===== config.mk =====
export PLATFORM = sky130hd
export DESIGN_NAME = acc_alu
export DESIGN_NICKNAME = d
export VERILOG_FILES = /design/src/rtl/acc_alu.sv
export SDC_FILE = /design/constraint.sdc
export NUM_CORES = 1
export LEC_CHECK = 0
export BUFFER_PORTS_ARGS = -buffer_cell sky130_fd_sc_hd__clkbuf_2
export CELL_PAD_IN_SITES_DETAIL_PLACEMENT = 0
export CELL_PAD_IN_SITES_GLOBAL_PLACEMENT = 2
export CORE_ASPECT_RATIO = 0.5
export CORE_MARGIN = 2
export CORE_UTILIZATION = 32
export DETAILED_ROUTE_END_ITERATION = 8
export GPL_TIMING_DRIVEN = 0
export PLACE_DENSITY_LB_ADDON = 0.1
export RECOVER_POWER = 50
export REMOVE_ABC_BUFFERS = 1
export SETUP_SLACK_MARGIN = 0.1
export SKIP_LAST_GASP = 1
export SLEW_MARGIN = 25
export SYNTH_ARGS = -nofsm -noshare
export SYNTH_HDL_FRONTEND = slang
export SYNTH_SLANG_ARGS = --single-unit

===== constraint.sdc =====
create_clock -name vclk -period 4.3
set_input_delay 0.215 -clock vclk [all_inputs]
set_output_delay 0.215 -clock vclk [all_outputs]
set_load 0.02 [all_outputs]

===== src/rtl/acc_alu.sv =====
module acc_alu #(
  parameter int DW = 8
) (
  input  logic [DW-1:0] acc_i,
  input  logic [DW-1:0] opnd_i,
  input  logic          carry_i,
  input  logic [3:0]    op_i,
  output logic [DW-1:0] res_o,
  output logic          wr_acc_o,
  output logic          wr_opnd_o,
  output logic [7:0]    flags_o,
  output logic [7:0]    flag_mask_o
);
  localparam int MSB = DW - 1;
  localparam logic [7:0] MASK_MZ   = 8'h82;
  localparam logic [7:0] MASK_MOZC = 8'hC3;

  wire acc_grp   = op_i[3];
  wire shf_grp   = (op_i[3:2] == 2'b01);
  wire logic_grp = acc_grp && !op_i[2];
  wire sum_grp   = acc_grp && op_i[2];
  wire rsh_grp   = shf_grp && op_i[1];

  logic [DW-1:0] add_a, add_b, sum;
  logic          add_ci, add_co;

  assign add_a  = acc_grp ? acc_i : opnd_i;
  assign add_b  = (acc_grp && op_i[1]) ? ~opnd_i : opnd_i;
  assign add_ci = op_i[0] ? carry_i : (acc_grp & op_i[1]);
  assign {add_co, sum} = {1'b0, add_a} + {1'b0, add_b} + {{DW{1'b0}}, add_ci};

  wire add_ov = (add_a[MSB] == add_b[MSB]) && (sum[MSB] != add_a[MSB]);

  logic [DW-1:0] logic_res, rsh_res;
  always_comb begin
    case (op_i[1:0])
      2'b00:   logic_res = acc_i & opnd_i;
      2'b01:   logic_res = acc_i | opnd_i;
      2'b10:   logic_res = acc_i ^ opnd_i;
      default: logic_res = opnd_i;
    endcase
  end

  assign rsh_res = {op_i[0] ? carry_i : opnd_i[MSB], opnd_i[MSB:1]};

  always_comb begin
    if (logic_grp)    res_o = logic_res;
    else if (rsh_grp) res_o = rsh_res;
    else if (sum_grp || shf_grp) res_o = sum;
    else              res_o = '0;
  end

  wire new_c = rsh_grp ? opnd_i[0] : add_co;
  wire new_o = rsh_grp ? (rsh_res[MSB] ^ opnd_i[0]) : add_ov;

  assign wr_acc_o    = acc_grp;
  assign wr_opnd_o   = shf_grp;
  assign flag_mask_o = logic_grp ? MASK_MZ : ((sum_grp || shf_grp) ? MASK_MOZC : 8'h00);
  assign flags_o     = flag_mask_o & {res_o[MSB], new_o, 4'b0000, (res_o == '0), new_c};

  always_comb begin
    if (op_i[3:2] == 2'b00)
      AST_SILENT_LOW: assert (flag_mask_o == 8'h00 && !wr_acc_o && !wr_opnd_o && flags_o == 8'h00);
    if (wr_acc_o || wr_opnd_o)
      AST_ONE_DEST: assert (wr_acc_o != wr_opnd_o);
    if (op_i == 4'hB)
      AST_LOAD_PASS: assert (res_o == opnd_i);
    if (flag_mask_o[1])
      AST_ZERO_FLAG: assert (flags_o[1] == (res_o == '0));
    if (op_i == 4'h6)
      AST_SHR_SIGN: assert (res_o[MSB] == opnd_i[MSB] && flags_o[0] == opnd_i[0]);
    AST_MASK_CLEAN: assert ((flags_o & ~flag_mask_o) == 8'h00);
  end
endmodule


# Word-level counts from Yosys, hierarchy flattened
# Index checks and enable logic that the tools add are counted.
[op_classes] n_addsub=2 multipliers=0 div=0 magnitude_cmp=0 n_eq_ne=5 shift=0 muxes=12 bitwise_logic=7 n_reduce_logical=9
[ops] op="8-bit 2-to-1 mux" n=7
[ops] op="8-bit one-hot mux with 3 select lines" n=1
[ops] op="8-bit bitwise AND" n=2
[ops] op="8-bit by 8-bit adder with 9-bit output" n=1
[ops] op="9-bit by 1-bit adder with 9-bit output" n=1
[ops] op="8-bit logical NOT" n=1
[ops] op="8-bit NOT" n=1
[ops] op="8-bit bitwise OR" n=1
[ops] op="8-bit XOR" n=1
[ops] op="1-bit logical AND" n=5
[ops] op="2-bit by 1-bit == test with 1-bit output, second input constant" n=2
[ops] op="1-bit 2-to-1 mux" n=4
[ops] op="2-bit == test, second input constant" n=1
[ops] op="2-bit logical NOT" n=1
[ops] op="1-bit bitwise AND" n=1
[ops] op="1-bit == test" n=1
[ops] op="1-bit logical NOT" n=1
[ops] op="1-bit logical OR" n=1
[ops] op="1-bit != test" n=1
[ops] op="1-bit XOR" n=1
[totals] regBits=0 latchBits=0 mem_bits_rw=0 romBits=0 inputBits=21 out_inout_bits=26 word_cells=35 n_memories=0

# Depth between registers and ports, before layout
[depth] depth_word=9 ltp_mapped=14

# Least setup slack after synthesis
# OpenSTA, ideal clock, no wires.
[synth_timing] kind="input port to output port" startpoint="in op_i[3]" endpoint="out flags_o[1]" arrival_ns=3.267 required_time_ns=4.085 setup_slack_ns=0.818 path_stages=14 n_path_buf=3 path_cell_list="clkbuf_1 clkbuf_1 clkbuf_1 nand2_1 o21ai_0 fa_1 inv_1 fa_1 xor2_1 nand2_1 o211ai_2 nand2_2 or4_4 nor4_2"
[synth_between] elab_chain_len=9
[synth_lines] element="start, declared" line="7" source="input logic [3:0] op_i,"
[synth_lines] element="1-bit logical AND" line="28" source="assign add_b = (acc_grp && op_i[1]) ? ~opnd_i : opnd_i;"
[synth_lines] element="8-bit 2-to-1 mux" line="28"
[synth_lines] element="8-bit by 8-bit adder with 9-bit output" line="30" source="assign {add_co, sum} = {1'b0, add_a} + {1'b0, add_b} + {{DW{1'b0}}, add_ci};"
[synth_lines] element="9-bit by 1-bit adder with 9-bit output" line="30"
[synth_lines] element="8-bit 2-to-1 mux" line="49" source="else if (sum_grp || shf_grp) res_o = sum;"
[synth_lines] element="8-bit 2-to-1 mux" line="48" source="else if (rsh_grp) res_o = rsh_res;"
[synth_lines] element="8-bit 2-to-1 mux *" line="47" source="if (logic_grp) res_o = logic_res;"
[synth_lines] element="net res_o[2]" line="8" source="output logic [DW-1:0] res_o,"
[synth_lines] element="8-bit logical NOT *" line="59" source="assign flags_o = flag_mask_o & {res_o[MSB], new_o, 4'b0000, (res_o == '0), new_c};"
[synth_lines] element="8-bit bitwise AND *" line="59"
[synth_lines] element="end, declared" line="11" source="output logic [7:0] flags_o,"
# Mark *: on every way through the listed nets, which the timed path passes. The rest lies on a longest branch.

# Worst setup path in the final report
[layout_timing] startpoint="in op_i[3]" endpoint="out flags_o[1]"
[layout_between] elab_chain_len=9
[layout_lines] element="1-bit logical AND" line="28"
[layout_lines] element="8-bit 2-to-1 mux" line="28"
[layout_lines] element="8-bit by 8-bit adder with 9-bit output" line="30"
[layout_lines] element="9-bit by 1-bit adder with 9-bit output" line="30"
[layout_lines] element="8-bit 2-to-1 mux" line="49"
[layout_lines] element="8-bit 2-to-1 mux" line="48"
[layout_lines] element="8-bit 2-to-1 mux" line="47"
[layout_lines] element="8-bit logical NOT" line="59"
[layout_lines] element="8-bit bitwise AND *" line="59"
# Every way passes the cells marked *; elsewhere a longest branch is shown, timed or not.

==> results.tsv <==
metric	value	unit
status	completed	
cts_setup_buffers	0	
cts_hold_buf	0	
area_growth	10.5	%
multiInputGateArea	1190	um2
worstPathArrival	3.44	ns
worst-path-buf-inv	3	
portBuffers	39	
num_antenna_cells	0	
ir_drop	0.0000558	V
use_met1	25.1	%
grt_pass1_wl	6080	um
yosysTopAreaCellShare	20.4	%
critPathCaptureType	output pin	
power.density	163	nW/um2
path_class	primary input to output pin	
cp_max_fo	26	
syn_avg_cell_area	7.46	um2
comb_power_share	100.0	%
synth_cell_types	44	
worst_pin_slew	0.767	ns
seqCellArea	0	um2
slew_viol_final	0	
netlist_instances	189	
tns	0	ns
pre_cts_ws	0.600	ns
cts_resized	0	
netlist_top_cells_area	ha_1 20%, inv_1 7.7%, xnor2_1 7.5%	
stdcell_count	269	
setup_violations	0	
ys_seq_area_share	0	%
critPathTopFamily	simple AND/OR/NAND/NOR gates	
design.seq.count	0	
grtUsageMet3	0.137	%
syn-cell-area	1410	um2
grt_pass1_vias	1192	
dpl.cell_count	269	
power.internal	101	uW
fin_ws	0.647	ns
crit_path_start_kind	primary input	
fp.dieH	50.9	um
relSlewSlack	48.9	%
firstDrtPassIters	4	
p_sw	153	uW
cp_slowest_cell	or4_4	
wl_per_cell	13.4	um
drt_iter0_drc	57	
drive_gt1_share	19.1	%
detailed_place_hpwl	3000	um
max_freq	274	MHz
die_x	97.9	um
drcViolationCount	0	
rsz0062_at_grt	no	
synth_most_common_cell	inv_1	
num_vias	1295	
seqPwrFrac	0	%
slowest_delay	0.53	ns
coreArea	4060	um2
overflow	0	
ioPinCount	47	
n_fill_cell	455	
grt_util_met2	21.9	%
totalWireLength	3610	um
grt_use_total	14.9	%
power.leakage	0.795	nW
clkbuf_count	0	
crit_chain	clkbuf_2 > nand2_2 > o21ai_0 > fa_1 > inv_1 > fa_1 > xor2_1 > nand2_1 > o211ai_1 > nand2_2 > or4_4 > nor4_2 > clkbuf_2	
p_clk_share	0	%
nets	263	
antenna_found_initial	0	
yosys.area.top_type	ha_1	
vias_per_cell	4.81	
drv_cap	0	
rows	16	
grt_max_degree	27	
swShare	60.1	%
critPathRequiredTime	4.09	ns
period_minus_slack	3.65	ns
initial_core_util	34.7	%
synth_common_cells	29 x inv_1, 23 x ha_1, 17 x o21ai_0	
top_usage_layer	met1	
finalHoldViolCount	0	
detail-route-antenna-nets	0	
ys_warn_count	0	
post-route-period-util	85.0	%
gp_congestion	0.859	
die_area	4990	um2
min_path_type	primary input to output pin	
==> path summary, 6_finish.rpt <==
path | startpoint | to | slack (ns) | cells past startpoint
hold / removal | opnd_i[2] | res_o[1] | 0.93 | 4
setup / recovery | op_i[3] | flags_o[1] | 0.65 | 13
==> kinds of logic (layout without fill, tap and decap cells) <==
logic type | after synthesis | in the layout | synth area share [%]
other cells | 1 | 8 | 0.266
buf+inv | 49 | 68 | 16.9
compound gates | 46 | 46 | 20.9
fa+ha+maj | 25 | 25 | 23.2
xor+xnor | 13 | 13 | 8.07
mux | 11 | 11 | 14.0
simple gates | 44 | 44 | 16.6
==> stage by stage <==
step	area (um2)	hold WS, ns	utilization, %	total power [mW]
after floorplan	1310	0.430	-	0.178
after global placement	1570	0.921	38.6	0.257
after detailed placement	1570	0.924	38.6	0.258
after CTS	1570	0.924	38.6	0.259
after global routing	1560	0.997	38.3	0.288
final	1560	0.931	38.3	0.254
==> worst min-delay path: stages <==
cell      delay (ns)
clkbuf_2        0.12
o21ai_0         0.16
nor2_1          0.05
clkbuf_1        0.16
==> layer usage <==
metal	vias up	routed length [um]
met2	25	1400
met1	583	2120
met3	0	93
met5	-	0
li1	687	-
met4	0	0
==> cell usage in the layout (no fill, tap or decap), types with 5 or more instances in the layout <==
master    Yosys  layout
inv_1        29      29
o21ai_0      17      17
conb_1        1       8
xnor2_1      12      12
clkbuf_1      6       6
ha_1         23      23
a21oi_1       7       7
clkbuf_2      0      33
nor2b_1       5       5
nand2_1      15      15
==> cell type report <==
cell class / count / area share, %
repair buffers: 39 / 12.0
well taps: 54 / 4.34
multi-input cells: 147 / 76.6
inverters: 29 / 6.99
==> power groups by stage <==
stage	clock network, mW	registers (mW)	logic [mW]
2_1_floorplan	0	0	0.178
3_3_place_gp	0	0	0.257
3_5_place_dp	0	0	0.258
4_1_cts	0	0	0.259
5_1_grt	0	0	0.288
6_report	0	0	0.254
Power figures use the tool's default switching activity.
